$ cat src/rtl/irq_pkg.sv
`timescale 1ns/1ps
// Package: shared widths, register selects and cause bit positions for the
// interrupt cause/mask unit. Bit positions are fixed because event sources
// and software both decode them.
package irq_pkg;
    localparam int unsigned REG_W = 32;
    localparam int unsigned SEL_W = 2;

    typedef enum logic [SEL_W-1:0] {
        SEL_CAUSE = 2'd0,   // read returns and clears pending causes
        SEL_CSET  = 2'd1,   // write-one sets cause bits
        SEL_MASK  = 2'd2,   // write-one sets mask bits, read returns mask
        SEL_MCLR  = 2'd3    // write-one clears mask bits
    } reg_sel_e;

    localparam int unsigned EV_TX_WB   = 0;
    localparam int unsigned EV_TX_EMPT = 1;
    localparam int unsigned EV_LINK    = 2;
    localparam int unsigned EV_RX_SEQ  = 3;
    localparam int unsigned EV_RX_MIN  = 4;
    localparam int unsigned EV_RX_OVR  = 6;
    localparam int unsigned EV_RX_TMR  = 7;
    localparam int unsigned EV_MGMT    = 9;
    localparam int unsigned EV_CFG_SYM = 10;
    localparam int unsigned EV_GPI0    = 11;

    localparam logic [REG_W-1:0] IMPL_MASK =
        (REG_W'(1) << EV_TX_WB)  | (REG_W'(1) << EV_TX_EMPT) |
        (REG_W'(1) << EV_LINK)   | (REG_W'(1) << EV_RX_SEQ)  |
        (REG_W'(1) << EV_RX_MIN) | (REG_W'(1) << EV_RX_OVR)  |
        (REG_W'(1) << EV_RX_TMR) | (REG_W'(1) << EV_MGMT)    |
        (REG_W'(1) << EV_CFG_SYM)| (REG_W'(1) << EV_GPI0);
endpackage

$ cat src/rtl/irq_cause_reg.sv
`timescale 1ns/1ps
// Pending-cause register.
// Captures event pulses and software set requests, and clears on a cause read.
// A set from an event or a write in the clearing cycle wins over the clear.
// Assumes set and clear strobes are single-cycle, already decoded by the top.
module irq_cause_reg #(
    parameter int unsigned W = 32,
    parameter logic [W-1:0] IMPL = '1
) (
    input  logic         clk,
    input  logic         rst_n,
    input  logic [W-1:0] evt_i,
    input  logic         set_en_i,
    input  logic [W-1:0] set_bits_i,
    input  logic         rd_clr_i,
    output logic [W-1:0] cause_o
);
    logic [W-1:0] cause_q;
    logic [W-1:0] set_vec;
    logic [W-1:0] keep_vec;

    // Collect all set sources for this cycle, limited to implemented bits.
    always_comb begin
        set_vec  = (evt_i | (set_bits_i & {W{set_en_i}})) & IMPL;
        keep_vec = rd_clr_i ? '0 : cause_q;
    end

    // Cause storage: clear-on-read, then OR in new sets.
    always_ff @(posedge clk) begin
        if (!rst_n) cause_q <= '0;
        else        cause_q <= keep_vec | set_vec;
    end

    assign cause_o = cause_q;


    evt_sets_chk: assert property (@(posedge clk) disable iff (!rst_n)
        ((evt_i & IMPL) != '0) |=> ((cause_o & $past(evt_i & IMPL)) == $past(evt_i & IMPL)));


    sw_set_chk: assert property (@(posedge clk) disable iff (!rst_n)
        set_en_i |=> ((cause_o & $past(set_bits_i & IMPL)) == $past(set_bits_i & IMPL)));


    rd_clear_chk: assert property (@(posedge clk) disable iff (!rst_n)
        (rd_clr_i && ((evt_i & IMPL) == '0) && !set_en_i) |=> (cause_o == '0));
endmodule

$ cat src/rtl/irq_mask_reg.sv
`timescale 1ns/1ps
// Interrupt mask register with separate write-one-to-set and
// write-one-to-clear strobes. Reserved bits are never set.
// Assumes at most one strobe per cycle; should both come, set wins.
module irq_mask_reg #(
    parameter int unsigned W = 32,
    parameter logic [W-1:0] IMPL = '1
) (
    input  logic         clk,
    input  logic         rst_n,
    input  logic         set_en_i,
    input  logic         clr_en_i,
    input  logic [W-1:0] bits_i,
    output logic [W-1:0] mask_o
);
    logic [W-1:0] mask_q;
    logic [W-1:0] mask_d;

    // Next mask: drop cleared bits, then add set bits.
    always_comb begin
        mask_d = mask_q;
        if (clr_en_i) mask_d = mask_d & ~bits_i;
        if (set_en_i) mask_d = mask_d | (bits_i & IMPL);
    end

    // Mask storage.
    always_ff @(posedge clk) begin
        if (!rst_n) mask_q <= '0;
        else        mask_q <= mask_d;
    end

    assign mask_o = mask_q;


    mask_set_chk: assert property (@(posedge clk) disable iff (!rst_n)
        set_en_i |=> ((mask_o & $past(bits_i & IMPL)) == $past(bits_i & IMPL)));


    mask_clr_chk: assert property (@(posedge clk) disable iff (!rst_n)
        (clr_en_i && !set_en_i) |=> ((mask_o & $past(bits_i)) == '0));


    mask_hold_chk: assert property (@(posedge clk) disable iff (!rst_n)
        (!set_en_i && !clr_en_i) |=> $stable(mask_o));
endmodule

$ cat src/rtl/irq_read_port.sv
`timescale 1ns/1ps
// Registered read-data path. A read request selects the cause or mask value
// (zero for the write-only selects) and presents it with a valid flag one
// cycle later. Data is forced to zero while the valid flag is low.
module irq_read_port #(
    parameter int unsigned W = 32
) (
    input  logic                          clk,
    input  logic                          rst_n,
    input  logic                          rd_req_i,
    input  logic [irq_pkg::SEL_W-1:0]     sel_i,
    input  logic [W-1:0]                  cause_i,
    input  logic [W-1:0]                  mask_i,
    output logic [W-1:0]                  rdata_o,
    output logic                          rvalid_o
);
    import irq_pkg::*;

    logic [W-1:0] sel_data;

    // Pick the word that belongs to the selected register.
    always_comb begin
        case (sel_i)
            SEL_CAUSE: sel_data = cause_i;
            SEL_MASK:  sel_data = mask_i;
            default:   sel_data = '0;
        endcase
    end

    // Register the response.
    always_ff @(posedge clk) begin
        if (!rst_n) begin
            rdata_o  <= '0;
            rvalid_o <= 1'b0;
        end else begin
            rvalid_o <= rd_req_i;
            rdata_o  <= rd_req_i ? sel_data : '0;
        end
    end


    cause_rdata_chk: assert property (@(posedge clk) disable iff (!rst_n)
        (rd_req_i && sel_i == SEL_CAUSE) |=> (rvalid_o && rdata_o == $past(cause_i)));


    wo_rdata_chk: assert property (@(posedge clk) disable iff (!rst_n)
        (rd_req_i && (sel_i == SEL_CSET || sel_i == SEL_MCLR)) |=> (rvalid_o && rdata_o == '0));
endmodule

$ cat src/rtl/irq_cause_unit.sv
`timescale 1ns/1ps
// Interrupt cause and mask unit (top).
// Decodes the register port into strobes for the cause and mask registers,
// returns read data one cycle after a read request, and drives a level
// interrupt from the masked causes. Assumes event pulses are synchronous
// to clk and last one cycle each.
module irq_cause_unit #(
    parameter int unsigned W = irq_pkg::REG_W,
    parameter logic [W-1:0] IMPL = irq_pkg::IMPL_MASK
) (
    input  logic                       clk,
    input  logic                       rst_n,
    input  logic [W-1:0]               evt_pulse,
    input  logic                       reg_en,
    input  logic                       reg_wr,
    input  logic [irq_pkg::SEL_W-1:0]  reg_addr,
    input  logic [W-1:0]               reg_wdata,
    output logic [W-1:0]               reg_rdata,
    output logic                       reg_rvalid,
    output logic                       irq
);
    import irq_pkg::*;

    logic         rd_req, cause_rd, cause_set, mask_set, mask_clr;
    logic [W-1:0] cause_q, mask_q;

    // Access decode into one-cycle strobes.
    always_comb begin
        rd_req    = reg_en && !reg_wr;
        cause_rd  = rd_req && (reg_addr == SEL_CAUSE);
        cause_set = reg_en && reg_wr && (reg_addr == SEL_CSET);
        mask_set  = reg_en && reg_wr && (reg_addr == SEL_MASK);
        mask_clr  = reg_en && reg_wr && (reg_addr == SEL_MCLR);
    end

    irq_cause_reg #(.W(W), .IMPL(IMPL)) u_cause (
        .clk       (clk),
        .rst_n     (rst_n),
        .evt_i     (evt_pulse),
        .set_en_i  (cause_set),
        .set_bits_i(reg_wdata),
        .rd_clr_i  (cause_rd),
        .cause_o   (cause_q)
    );

    irq_mask_reg #(.W(W), .IMPL(IMPL)) u_mask (
        .clk     (clk),
        .rst_n   (rst_n),
        .set_en_i(mask_set),
        .clr_en_i(mask_clr),
        .bits_i  (reg_wdata),
        .mask_o  (mask_q)
    );

    irq_read_port #(.W(W)) u_rd (
        .clk     (clk),
        .rst_n   (rst_n),
        .rd_req_i(rd_req),
        .sel_i   (reg_addr),
        .cause_i (cause_q),
        .mask_i  (mask_q),
        .rdata_o (reg_rdata),
        .rvalid_o(reg_rvalid)
    );

    // Level interrupt from masked pending causes.
    assign irq = |(cause_q & mask_q);


    irq_needs_src_chk: assert property (@(posedge clk) disable iff (!rst_n)
        irq |-> (mask_q != '0 && cause_q != '0));


    rst_quiet_chk: assert property (@(posedge clk)
        !rst_n |=> (!irq && !reg_rvalid && reg_rdata == '0));
endmodule

$ cat config.mk
export PLATFORM = sky130hd
export DESIGN_NAME = irq_cause_unit
export DESIGN_NICKNAME = d
export VERILOG_FILES = /design/src/rtl/irq_pkg.sv /design/src/rtl/irq_cause_reg.sv /design/src/rtl/irq_mask_reg.sv /design/src/rtl/irq_read_port.sv /design/src/rtl/irq_cause_unit.sv
export SDC_FILE = /design/constraint.sdc
export NUM_CORES = 1
export LEC_CHECK = 0
export BUFFER_PORTS_ARGS = -buffer_cell sky130_fd_sc_hd__buf_4
export CAP_MARGIN = 20
export CORE_MARGIN = 8
export CORE_UTILIZATION = 46
export DETAILED_ROUTE_END_ITERATION = 6
export PLACE_DENSITY = 0.78
export SKIP_LAST_GASP = 1
export SYNTH_ARGS = -nofsm -noshare
export SYNTH_HDL_FRONTEND = slang
export SYNTH_SLANG_ARGS = --single-unit
$ cat constraint.sdc
create_clock -name clk -period 1.19 [get_ports clk]
set_input_delay 0 -clock clk [delete_from_list [all_inputs] [get_ports clk]]
set_output_delay 0 -clock clk [all_outputs]
set_load 0.005 [all_outputs]
==> results.json <==
{
  "status": "finished, violations left",
  "failed_checks": "negative setup slack",
  "drive_above_1_share": 0.301,
  "vias_per_cell": 5.08,
  "nNetsFinal": 431,
  "critPathKind": "flop to primary output",
  "cp-end-kind": "primary output",
  "htreeDepth": 3,
  "antenna_found_initial": 0,
  "timing.fmax_mhz": 704,
  "hold_slack_ns": 0.131,
  "rrSetupSlack_ns": 0.42,
  "drt_iter0_drc": 100,
  "setup_tns_ns": -0.230,
  "port_buffers": 81,
  "grt_pass1_wl_um": 11000,
  "ant_nets": 0,
  "place.gp.congestion": 0.773,
  "crit_fanout": 2,
  "drv_cap": 0,
  "max_slew_margin": 0.538,
  "fin_ws_ns": -0.230,
  "pwr-share-seq": 0.519,
  "dieArea_um2": 7800,
  "slew_viol_final": 0,
  "period_share": 1.19,
  "synth_nets": 300,
  "min_path_type": "primary input to flop",
  "syn_area_per_cell_um2": 10.5,
  "fin_skew_ns": 0.00346,
  "instances_no_fill": 436,
  "final_area_um2": 3750,
  "min_from": "reg_addr[0]",
  "ys_ff_latch": 75,
  "dp_cells": 375,
  "yosysSeqAreaShare": 0.624,
  "peakVddDrop_mv": 0.933,
  "via_count": 2215,
  "ys_types": 23,
  "r2r_start": "u_cause.cause_o[10]",
  "fp.dieH_um": 88.3,
  "n_antenna_cell": 0,
  "clkSinkCount": 75,
  "tritoncts": "yes",
  "synth_compound_area_frac": 0.149,
  "worstSetupStartpointType": "flop",
  "first_pass_iters": 4,
  "tightestPinTransition_ns": 0.689,
  "drc": 0,
  "synth-simple-area-share": 0.158,
  "syn_to_final_growth_pct": 55.7,
  "p_int_mw": 3.87,
  "finalCriticalPeriod_ns": 1.42,
  "setup_violations": 1,
  "dp_slack_ns": 0.0502,
  "synth_top_family_by_area": "simple AND/OR/NAND/NOR gates",
  "p_leak_nw": 1.60,
  "hpwl_um": 4260,
  "synthesis.area_um2": 2410,
  "coreArea_um2": 5070,
  "place_area_um2": 3090,
  "wl_per_cell_um": 16.2,
  "hold_depth": 3,
  "p_clk_frac": 0.392,
  "grt_overflow": 0,
  "sw_frac_of_total": 0.226,
  "combinationalPowerShare": 0.090,
  "ios": 104,
  "synthXorXnorAreaFrac": 0,
  "cellPowerDensity_nw_per_um2": 1330,
  "clk_latency_ns": 0.33,
  "grt_start_max_net_pins": 30,
  "grt_usage": 0.184,
  "synth_fa_ha_area_frac": 0,
  "hold_violations": 0,
  "power_switching_mw": 1.13,
  "cp.required_ns": 1.19,
  "clk_pin_slew_ns": 0.07,
  "synth_warnings": 0,
  "fin_util": 0.738,
  "muxShareOfSynthArea": 0.0416,
  "start_util": 0.474,
  "yosysTopAreaCellShare": 0.624,
  "netlist_instances": 230,
  "grt_setup_unrepaired": "true",
  "r2r_end": "u_cause.cause_o[10]",
  "clk_path_buf_depth": 2,
  "wl_um": 7050,
  "dieWidth_um": 88.3,
  "cp.arrival_ns": 1.42,
  "yosysTopAreaCell": "dfxtp_1",
  "cts-root-buf": "clkbuf_8",
  "rows": 26,
  "synth_area_leaders": "dfxtp_1, nand2_1, nor2_1, a21oi_1, a221o_1",
  "r2r_cells": 1,
  "numCtsBuffers": 9,
  "grt_pass1_vias": 2383,
  "power_mw": 5.00
}
-- critical path, cell delays in order (launching register included) --
cell and delay (ns):
dfxtp_2 0.33, a22o_1 0.25, a221oi_2 0.21, nand4_1 0.14, buf_4 0.17
-- Yosys cell counts --
master / n
nand4_1: 1
nor2_1: 32
nand3_1: 1
nand2_1: 34
inv_1: 2
a21oi_2: 1
a221oi_1: 1
and2_1: 10
and4_1: 1
mux2i_1: 10
a22o_1: 1
nor3b_2: 1
nor3_2: 1
nor3b_1: 1
clkbuf_1: 3
nor3b_4: 1
buf_4: 1
a22oi_1: 3
a21oi_1: 22
buf_2: 8
a221o_1: 10
dfxtp_1: 75
a32o_1: 10
-- layout make-up --
type                            count  area (µm²)
Clock buffer                       11         141
Tap cell                           70        87.6
Clock inverter                      5        61.3
Sequential cell                    75        1500
Fill cell                         369        1330
Multi-Input combinational cell    141         845
Timing Repair Buffer              132        1100
Inverter                            2        7.51
-- kinds of logic (layout without fill, tap and decap cells) --
group	count (synthesis)	count (layout)
and+or+nand+nor	83	83
DFF	75	75
buffers and inverters	14	150
muxes	10	10
AOI/OAI and AO/OA	48	48
-- placed cells by master, fill, tap and decap left out --
| cell type | synthesis | final |
|---|---|---|
| buf_4 | 1 | 88 |
| dfxtp_1 | 75 | 73 |
| dlygate4sd3_1 | 0 | 44 |
| nand2_1 | 34 | 34 |
| nor2_1 | 32 | 32 |
| a21oi_1 | 22 | 22 |
| and2_1 | 10 | 10 |
| a221o_1 | 10 | 10 |
| mux2i_1 | 10 | 10 |
| a32o_1 | 10 | 10 |
| clkbuf_8 | 0 | 10 |
| a22oi_1 | 3 | 3 |
| clkinvlp_4 | 0 | 3 |
| inv_1 | 2 | 2 |
| dfxtp_2 | 0 | 2 |
| a22o_1 | 1 | 1 |
| a221oi_2 | 0 | 1 |
| nand4_1 | 1 | 1 |
| nand3_1 | 1 | 1 |
| nor3b_4 | 1 | 1 |
| nor3b_2 | 1 | 1 |
| a21oi_2 | 1 | 1 |
| and4_1 | 1 | 1 |
| nor3_2 | 1 | 1 |
| nor3b_1 | 1 | 1 |
| inv_6 | 0 | 1 |
| bufinv_16 | 0 | 1 |
| clkbuf_1 | 3 | 1 |
-- per-layer routing --
metal / share of wire / track usage / vias up
li1: - / - / 1063
met1: 0.39 / 0.184 / 1055
met2: 0.52 / 0.327 / 88
met3: 0.084 / 0.0854 / 9
met4: 0.010 / 0.0691 / 0
met5: 0 / 0 / -
-- how the worst max path moves through the flow --
stage,slack [ns],cells after the start,to,startpoint
4_1_cts,-0.21,4,irq,flop
3_5_place_dp,0.05,5,u_cause.cause_o[7],rst_n
2_1_floorplan,0.30,4,u_cause.cause_o[0],rst_n
3_3_place_gp,0.08,5,u_cause.cause_o[1],rst_n
5_1_grt,-0.26,4,irq,flop
6_report,-0.23,4,irq,flop
-- repair_timing --
| action | CTS | global route |
|---|---|---|
| buffers inserted | 1 | 0 |
| setup endpoints to repair | 1 | 1 |
| hold endpoints to repair | 43 | 0 |
| cloned | 0 | 0 |
| resized for setup | 3 | 0 |
| pin swaps | 2 | 0 |
| hold buffers | 44 | 0 |
-- power by group through the flow --
stage / combinational [mW] / sequential (mW) / clock [mW]
finish: 0.448 / 2.59 / 1.96
floorplan: 0.140 / 2.64 / 0
detailed placement: 0.322 / 2.65 / 0
global placement: 0.315 / 2.65 / 0
CTS: 0.440 / 2.59 / 1.98
global route: 0.481 / 2.60 / 2.12
Note: power is estimated with default switching activity, not from simulation.
